--- config.mk ---
export PLATFORM = sky130hd
export DESIGN_NAME = seq_cmd_detect
export DESIGN_NICKNAME = d
export VERILOG_FILES = /design/src/rtl/seqcmd_pkg.sv /design/src/rtl/seqcmd_datapath.sv /design/src/rtl/seqcmd_control.sv /design/src/rtl/seq_cmd_detect.sv
export SDC_FILE = /design/constraint.sdc
export NUM_CORES = 1
export LEC_CHECK = 0
export BUFFER_PORTS_ARGS = -buffer_cell sky130_fd_sc_hd__buf_2
export CAP_MARGIN = 20
export CORE_MARGIN = 1
export CORE_UTILIZATION = 50
export CTS_CLUSTER_DIAMETER = 30
export DETAILED_ROUTE_END_ITERATION = 10
export PLACE_DENSITY = 0.86
export REMOVE_ABC_BUFFERS = 1
export SLEW_MARGIN = 15
export SYNTH_ARGS = -nofsm -noshare
export SYNTH_HDL_FRONTEND = slang
export SYNTH_SLANG_ARGS = --single-unit
--- constraint.sdc ---
create_clock -name clk -period 2.7 [get_ports clk]
set_clock_uncertainty 0.15 [all_clocks]
set_input_delay 0.27 -clock clk [delete_from_list [all_inputs] [get_ports clk]]
set_output_delay 0.27 -clock clk [all_outputs]
set_load 0.03 [all_outputs]
--- src/rtl/seqcmd_pkg.sv ---
package seqcmd_pkg;

  localparam int KEY_W = 14;

  typedef struct packed {
    logic advance;
    logic restart;
    logic clear;
    logic fireStore;
    logic fireRecall;
  } seqCtl_t;

  localparam logic [KEY_W-1:0] STORE_KEY  = 14'h0FC0;
  localparam logic [KEY_W-1:0] RECALL_KEY = 14'h0C63;

  function automatic logic [KEY_W-1:0] stepKey(input int idx);
    case (idx)
      0:       return 14'h0E38;
      1:       return 14'h31C7;
      2:       return 14'h03E0;
      3:       return 14'h3C1F;
      4:       return 14'h303F;
      default: return '1;
    endcase
  endfunction

endpackage

--- src/rtl/seqcmd_datapath.sv ---
module seqcmd_datapath
  import seqcmd_pkg::*;
#(
  parameter int ADDR_W = 15,
  parameter int STEPS  = 6,
  parameter int STEP_W = $clog2(STEPS)
) (
  input  logic              clk,
  input  logic              rstN,
  input  logic [ADDR_W-1:0] addr,
  input  seqCtl_t           ctl,
  output logic [STEP_W-1:0] stepQ,
  output logic              keyHit,
  output logic              firstHit,
  output logic              storeHit,
  output logic              recallHit,
  output logic              storeCmd,
  output logic              recallCmd
);

  localparam logic [STEP_W-1:0] LAST = STEP_W'(STEPS - 1);

  logic [KEY_W-1:0] cmpAddr;
  assign cmpAddr = addr[KEY_W-1:0];

  assign keyHit    = (cmpAddr == stepKey(int'(stepQ)));
  assign firstHit  = (cmpAddr == stepKey(0));
  assign storeHit  = (cmpAddr == STORE_KEY);
  assign recallHit = (cmpAddr == RECALL_KEY);

  always_ff @(posedge clk) begin
    if (!rstN) begin
      stepQ     <= '0;
      storeCmd  <= 1'b0;
      recallCmd <= 1'b0;
    end else begin
      storeCmd  <= ctl.fireStore;
      recallCmd <= ctl.fireRecall;
      if (ctl.clear || ctl.fireStore || ctl.fireRecall) stepQ <= '0;
      else if (ctl.restart)                             stepQ <= STEP_W'(1);
      else if (ctl.advance)                             stepQ <= stepQ + 1'b1;
    end
  end


  cmd_exclusive_chk: assert property (@(posedge clk) disable iff (!rstN)
    storeCmd |-> !recallCmd);


  store_after_last_chk: assert property (@(posedge clk) disable iff (!rstN)
    storeCmd |-> ($past(stepQ) == LAST && stepQ == '0));


  recall_after_last_chk: assert property (@(posedge clk) disable iff (!rstN)
    recallCmd |-> ($past(stepQ) == LAST && stepQ == '0));


  step_range_chk: assert property (@(posedge clk) disable iff (!rstN)
    stepQ <= LAST);

endmodule

--- src/rtl/seqcmd_control.sv ---
module seqcmd_control
  import seqcmd_pkg::*;
#(
  parameter int STEPS  = 6,
  parameter int STEP_W = $clog2(STEPS)
) (
  input  logic              clk,
  input  logic              rstN,
  input  logic              rdStrobe,
  input  logic              wrStrobe,
  input  logic              busy,
  input  logic [STEP_W-1:0] stepQ,
  input  logic              keyHit,
  input  logic              firstHit,
  input  logic              storeHit,
  input  logic              recallHit,
  input  logic              storeCmd,
  input  logic              recallCmd,
  output seqCtl_t           ctl
);

  localparam logic [STEP_W-1:0] LAST = STEP_W'(STEPS - 1);

  always_comb begin
    ctl = '0;
    if (!busy) begin
      if (wrStrobe) begin
        ctl.clear = 1'b1;
      end else if (rdStrobe) begin
        if (stepQ == LAST) begin
          if (storeHit)       ctl.fireStore  = 1'b1;
          else if (recallHit) ctl.fireRecall = 1'b1;
          else if (firstHit)  ctl.restart    = 1'b1;
          else                ctl.clear      = 1'b1;
        end else if (keyHit) begin
          ctl.advance = 1'b1;
        end else if (firstHit) begin
          ctl.restart = 1'b1;
        end else begin
          ctl.clear = 1'b1;
        end
      end
    end
  end


  busy_hold_chk: assert property (@(posedge clk) disable iff (!rstN)
    busy |=> ($stable(stepQ) && !storeCmd && !recallCmd));


  write_abort_chk: assert property (@(posedge clk) disable iff (!rstN)
    (wrStrobe && !busy) |=> (stepQ == '0 && !storeCmd && !recallCmd));


  idle_hold_chk: assert property (@(posedge clk) disable iff (!rstN)
    (!rdStrobe && !wrStrobe) |=> ($stable(stepQ) && !storeCmd && !recallCmd));

endmodule

--- src/rtl/seq_cmd_detect.sv ---
module seq_cmd_detect
  import seqcmd_pkg::*;
#(
  parameter int ADDR_W = 15,
  parameter int STEPS  = 6
) (
  input  logic              clk,
  input  logic              rstN,
  input  logic              rdStrobe,
  input  logic              wrStrobe,
  input  logic [ADDR_W-1:0] addr,
  input  logic              busy,
  output logic              storeCmd,
  output logic              recallCmd,
  output logic [$clog2(STEPS)-1:0] seqStep
);

  localparam int STEP_W = $clog2(STEPS);

  seqCtl_t           ctl;
  logic [STEP_W-1:0] stepQ;
  logic              keyHit, firstHit, storeHit, recallHit;

  seqcmd_datapath #(.ADDR_W(ADDR_W), .STEPS(STEPS), .STEP_W(STEP_W)) u_dp (
    .clk(clk), .rstN(rstN), .addr(addr), .ctl(ctl), .stepQ(stepQ),
    .keyHit(keyHit), .firstHit(firstHit), .storeHit(storeHit),
    .recallHit(recallHit), .storeCmd(storeCmd), .recallCmd(recallCmd)
  );

  seqcmd_control #(.STEPS(STEPS), .STEP_W(STEP_W)) u_ctl (
    .clk(clk), .rstN(rstN), .rdStrobe(rdStrobe), .wrStrobe(wrStrobe),
    .busy(busy), .stepQ(stepQ), .keyHit(keyHit), .firstHit(firstHit),
    .storeHit(storeHit), .recallHit(recallHit), .storeCmd(storeCmd),
    .recallCmd(recallCmd), .ctl(ctl)
  );

  assign seqStep = stepQ;

endmodule

==> run_results.csv, run 1 <==
group,metric,value,unit
outcome,status,"complete, no violations",
floorplan,fp.coreArea,0.001383,mm²
worst_setup_path,cp.required,2730,ps
worst_setup_path,end_kind,"flop",
layout,nets,158,
timing,drv_slew,0,
power,leakage,0.3912,nW
drt,drt-pass1-iter-count,4,
synth,syn_area,779.5,µm²
clock_tree,clk_path_buf_depth,2,
timing,max-slew-margin-rel,0.6303,
power,power_frac_clock,0.420,
drt,vias,911,
clock_tree,worstSkewPairLatency,250,ps
timing,clock.fmax,0.3812,GHz
layout,layout.cells.non_filler,147,
grt,grtUsageTotal,0.2453,
layout,seqCellArea,102.6,µm²
floorplan,io_pins,25,
power,p_sw,0.00005941,W
worst_setup_path,cp.arrival,2650,ps
clock_tree,cts_setup_buffers,0,
clock_tree,cts_made_buffers,3,
floorplan,chipWidth,41.49,µm
layout,fill_cells,113,
place,placed_cell_area,907.1,µm²
synth,synth_area_per_cell,7.354,µm²
synth,synth_top_family_by_area,"simple AND/OR/NAND/NOR gates",
place,io_buffers,23,
drt,vias_per_cell,6.197,
synth,synthAdderAreaFrac,0.08026,
floorplan,die_y,41.49,µm
clock_tree,cts.htree.levels,1,
job,max_cap_viol_count,0,
place,gp_congestion,0.8001,
timing,tightest_slew,547.2,ps
drt,ant_nets,0,
layout,multiInputGateArea,634.4,µm²
synth,synth_area_leaders,"dfxtp_1 13%, ha_1 8.0%, o21ai_0 5.8%",
worst_setup_path,crit_type,"reg -> reg",
worst_hold_path,hp-class,"in -> reg",
drt,routed_wl,2029,µm
grt,grt_pass1_vias,851,
clock_tree,root_buffer,"clkbuf_4",
power,seqPwrFrac,0.350,
synth,ys_seq_area_frac,0.1284,
clock_tree,tritoncts,"yes",
timing,fin_tns_setup,0,ps
drt,drt_iter0_drc,40,
floorplan,start_util,0.5638,
synth,synth_top_cell_area_share,0.1284,
layout,design_area,938.4,µm²
timing,post-route-period-util,0.9715,
clock_tree,clkSinkCount,5,
worst_setup_path,reg2reg_slack,80,ps
layout,layout-drive-gt1-share,0.3485,
synth,ys_warn_count,0,
clock_tree,clk_pin_slew,40,ps
timing,min_period,2623,ps
synth,synth-xor-area-share,0.03371,
synth,synth_cell_types,47,
synth,synth_flop_cell,"dfxtp_1",
floorplan,dieArea,0.001721,mm²
synth,synth_top_area_cell,"dfxtp_1",
power,swShare,0.2806,
place,detailed_place_hpwl,1587,µm
synth,synth_enable_flop_cells,0,
power,p_comb_frac,0.230,
worst_setup_path,cp-start-kind,"flop",
synth,synth-compound-area-share,0.2697,
synth,synth.area.mux_share,0.04173,
power,p_int,0.0001523,W
timing,grt_setup_unrepaired,"false",
place,dp_cells,143,
layout,syn_to_final_growth,20.39,%
floorplan,core.rowCount,13,
synth,netlist_instances,106,
timing,hold_slack,222.6,ps
grt,grt_max_degree,12,
synth,ys_seq_elements,5,
grt,grt.overflow.total,0,
power,power,0.0002117,W
power,irDropWorstVdd,0.1834,mV
drt,drc,0,
layout,diodes,0,
timing,final-setup-viol-count,0,
synth,postSynth.asyncResetShare,0,
timing,hold_viol,0,
synth,synthSimpleGateAreaFrac,0.3852,
worst_setup_path,crit_fanout,5,
power,power_density,225.6,mW/mm²
grt,grt_pass1_wl,3415,µm
grt,antenna_found_initial,0,
drt,wl_per_cell,13.80,µm
==> critical path: stages (launching register included) <==
cell and delay (ps):
dfxtp_2 360, inv_1 80, ha_1 230, or3_4 380
o21ai_2 130, xor2_1 180, o211ai_1 160, or3_1 440
a211o_1 320, a21oi_2 130
==> final timing paths <==
path | start | endpoint | depth (start not counted)
max | u_dp.stepQ[0] | u_dp.stepQ[0] | 9
max reg2reg | u_dp.stepQ[0] | u_dp.stepQ[0] | 9
min reg2reg | u_dp.stepQ[0] | u_dp.stepQ[0] | 2
min | rstN | u_dp.stepQ[0] | 3
==> sequential cells by signal, indices dropped and copies added, names as in the netlist <==
signal          count
u_dp.recallCmd      1
u_dp.stepQ          3
u_dp.storeCmd       1
==> repair_timing <==
| item | CTS | global route |
|---|---|---|
| hold endpoints to repair | 0 | 0 |
| gates resized for setup | 0 | 3 |
| hold buffers | 0 | 0 |
| endpoints found under the setup margin | 0 | 2 |
==> kinds of logic after synthesis <==
| logic type | Yosys count |
|---|---|
| AND/OR/NAND/NOR | 52 |
| XOR/XNOR | 3 |
| adder cells (fa/ha/maj) | 5 |
| buffers and inverters | 9 |
| AO/OA/AOI/OAI | 29 |
| flip-flops | 5 |
| multiplexers | 3 |
==> cell usage after synthesis, types with 2 or more instances <==
cell	number
nand2b_1	2
nor4_1	3
dfxtp_1	5
and2_2	2
nor2_1	11
nor3b_1	2
buf_2	2
nand3_1	2
nor3_1	6
nand2_1	9
and2_1	2
inv_1	5
a21oi_1	3
o21ai_0	9
a211o_1	2
ha_1	5
xor2_1	3
a211oi_1	2
o211ai_1	2
a32oi_1	2
==> cell type report <==
cell class | instances | share of cell area
multi-input combinational | 92 | 0.6760
timing repair buffer | 26 | 0.1467
sequential | 5 | 0.1093
clock buffer | 4 | 0.02800
inverter | 5 | 0.02000
tap | 15 | 0.02000
==> cells in the final DEF, fill, tap and decap left out, types with 2 or more instances in the layout <==
cell / n
dfxtp_2: 2
and2_1: 2
clkbuf_4: 3
nand3_1: 2
buf_2: 23
nand2_1: 9
ha_1: 4
inv_1: 5
and2_2: 2
buf_4: 3
nand2b_1: 2
nor4_1: 3
nor3b_1: 2
a21oi_1: 3
xor2_1: 3
nor3_1: 6
o21ai_0: 9
a32oi_1: 2
dfxtp_1: 3
a211o_1: 2
a211oi_1: 2
o211ai_1: 2
nor2_1: 11
==> power groups by stage <==
stage                     sequential (W)  combinational (W)  clock [W]
after floorplan                0.0000754          0.0000231          0
after global placement         0.0000754          0.0000452          0
after detailed placement       0.0000754          0.0000476          0
after CTS                      0.0000740          0.0000478  0.0000918
after global routing           0.0000739          0.0000539   0.000100
final                          0.0000741          0.0000487  0.0000890
==> through the flow <==
step	util	worst slack, ps
after global routing	0.6787	10.77
final	0.6787	76.94
after detailed placement	0.6561	58.51
after floorplan	-	-101.2
after global placement	0.6561	156.2
after CTS	0.6751	46.82
==> routing by layer <==
| metal | vias up | track usage | wire length, µm |
|---|---|---|---|
| met5 | - | 0 | 0 |
| met4 | 0 | 0.07742 | 46 |
| met3 | 8 | 0.08261 | 134 |
| met2 | 43 | 0.4219 | 1013 |
| met1 | 410 | 0.2831 | 834 |
| li1 | 450 | - | - |
Power figures use the tool's default switching activity.
==> run 2, diff against run 1 <==
--- a/config.mk
+++ b/config.mk
@@ -11,3 +11,3 @@
 export CORE_UTILIZATION = 50
-export CTS_CLUSTER_DIAMETER = 30
+export CTS_CLUSTER_DIAMETER = 60
 export DETAILED_ROUTE_END_ITERATION = 10
==> constraint.sdc (replaced) <==
create_clock -name clk -period 2.7 [get_ports clk]
set_clock_uncertainty 0.15 [all_clocks]
set_input_delay 0.81 -clock clk [delete_from_list [all_inputs] [get_ports clk]]
set_output_delay 0.81 -clock clk [all_outputs]
set_load 0.03 [all_outputs]
==> run 2 against run 1 <==
Against the previous run: largest cell class unchanged; critical path depth unchanged; global-route usage increased by 2.8 points; highest routed layer unchanged; cell area increased by 8.5%; die area unchanged.
==> run_results.csv, run 2 (synthesis results as in run 1) <==
group,metric,value,unit
outcome,status,"complete, no violations",
timing,drv_slew,0,
place,placed_cell_area,967.2,µm²
worst_setup_path,end_kind,"flop",
worst_setup_path,reg2reg_to,"u_dp.stepQ[0]",
grt,grt_pass1_wl,3698,µm
place,io_buffers,23,
place,gp_congestion,0.8251,
worst_hold_path,hp-class,"reg -> reg",
floorplan,dieArea,0.001721,mm²
floorplan,die_y,41.49,µm
worst_setup_path,cp-start-kind,"flop",
layout,largest_reg_flops,3,
clock_tree,cts.htree.levels,1,
drt,vias,964,
clock_tree,cts_setup_buffers,0,
grt,antenna_found_initial,0,
layout,design_area,0.001018,mm²
timing,final-setup-viol-count,0,
grt,grtUsageTotal,0.2731,
clock_tree,root_buffer,"clkbuf_4",
layout,fin_util,0.7367,
job,max_cap_viol_count,0,
drt,drt-pass1-iter-count,4,
clock_tree,cts_made_buffers,3,
layout,layout-drive-gt1-share,0.3929,
power,power,0.0002223,W
clock_tree,clk_path_buf_depth,2,
drt,routed_wl,2158,µm
drt,drt_iter0_drc,29,
worst_setup_path,cp.arrival,2610,ps
floorplan,start_util,0.5638,
timing,clock.fmax,0.3889,GHz
worst_setup_path,reg2reg_slack,130,ps
timing,hold_viol,0,
layout,final_common_cell,"buf_2",
worst_hold_path,hold_depth,3,
power,leakage,0.4350,nW
timing,tightest_slew,438.9,ps
layout,nets,166,
clock_tree,worstSkewPairLatency,250,ps
layout,fill_cells,111,
place,detailed_place_hpwl,1726,µm
drt,vias_per_cell,6.219,
layout,diodes,0,
timing,post-route-period-util,0.9524,
drt,ant_nets,0,
floorplan,io_pins,25,
clock_tree,tritoncts,"yes",
layout,final_cell_mix,"23 x buf_2, 11 x nor2_1, 11 x buf_4",
drt,wl_per_cell,13.92,µm
worst_setup_path,r2r_cells,9,
layout,syn_to_final_growth,30.66,%
worst_hold_path,min_to,"u_dp.stepQ[0]",
worst_setup_path,rr_startpoint,"u_dp.stepQ[1]",
grt,grt_max_degree,12,
drt,drc,0,
floorplan,core.rowCount,13,
layout,reg_top3,"u_dp.stepQ (3), u_dp.recallCmd (1), u_dp.storeCmd (1)",
floorplan,chipWidth,41.49,µm
grt,grt_pass1_vias,907,
layout,top_register,"u_dp.stepQ",
timing,grt_setup_unrepaired,"false",
clock_tree,cts_hold_buffers,0,
timing,max-slew-margin-rel,0.7034,
timing,min_period,2571,ps
clock_tree,clkSinkCount,5,
power,power_density,218.2,mW/mm²
power,irDropWorstVdd,0.2010,mV
floorplan,fp.coreArea,0.001383,mm²
worst_setup_path,crit_fanout,4,
layout,layout.cells.non_filler,155,
clock_tree,clk_pin_slew,40,ps
worst_setup_path,cp.required,2740,ps
grt,grt.overflow.total,0,
worst_hold_path,holdCritStartpoint,"u_dp.stepQ[0]",
worst_setup_path,crit_type,"reg -> reg",
place,dp_cells,151,
run 2: cell type report:
type | instances | area (µm²) | share of cell area
multi-input cells | 92 | 656.9 | 0.6450
flip-flops and latches | 5 | 100.1 | 0.09828
inverters | 5 | 18.77 | 0.01843
clock buffers | 4 | 26.28 | 0.02580
repair buffers | 34 | 197.7 | 0.1941
well taps | 15 | 18.77 | 0.01843
run 2: worst max-delay path by stage:
| stage | start | slack [ps] | cells past startpoint | endpoint |
|---|---|---|---|---|
| floorplan | u_dp.stepQ[0] | -100 | 9 | u_dp.stepQ[0] |
| global placement | addr[7] | -0.3 | 8 | u_dp.stepQ[0] |
| detailed placement | addr[7] | -80 | 8 | u_dp.stepQ[0] |
| CTS | u_dp.stepQ[0] | 100 | 9 | u_dp.stepQ[0] |
| global route | u_dp.stepQ[0] | 10 | 10 | u_dp.stepQ[0] |
| finish | u_dp.stepQ[1] | 130 | 9 | u_dp.stepQ[0] |
run 2: critical path: stages, from the launching register on:
cell      delay (ps)
dfxtp_1          300
buf_4            140
ha_1             220
or3_4            350
o21ai_2          130
xor2_1           180
o211ai_1         160
or3_1            430
a211o_1          320
a21oi_2          130
run 2: where the power goes:
group	switching, W	internal, W	leakage (nW)
clock network	0.0000356	0.0000562	0.0150
logic	0.0000291	0.0000273	0.380
registers	0.000000000127	0.0000741	0.0402
total	0.0000647	0.000158	0.435
run 2: layer usage:
layer | vias up | GRT usage | wire length [µm]
met3 | 9 | 0.08261 | 136
li1 | 464 | - | -
met5 | - | 0 | 0
met4 | 0 | 0.1419 | 51
met2 | 48 | 0.4688 | 1093
met1 | 443 | 0.2989 | 877
run 2: repair_timing:
item / CTS / global route
endpoints found under the setup margin: 0 / 2
resized for setup: 0 / 5
endpoints found under the hold margin: 0 / 0
run 2: metrics by stage:
step                hold WS [ps]  TNS, ps  setup WS, ps
detailed placement         473.1   -80.73        -80.73
global route               520.8        0         13.12
finish                     479.1        0         128.5
CTS                        479.6        0         97.19
floorplan                  610.6   -104.3        -101.2
global placement           440.3  -0.3160       -0.3160
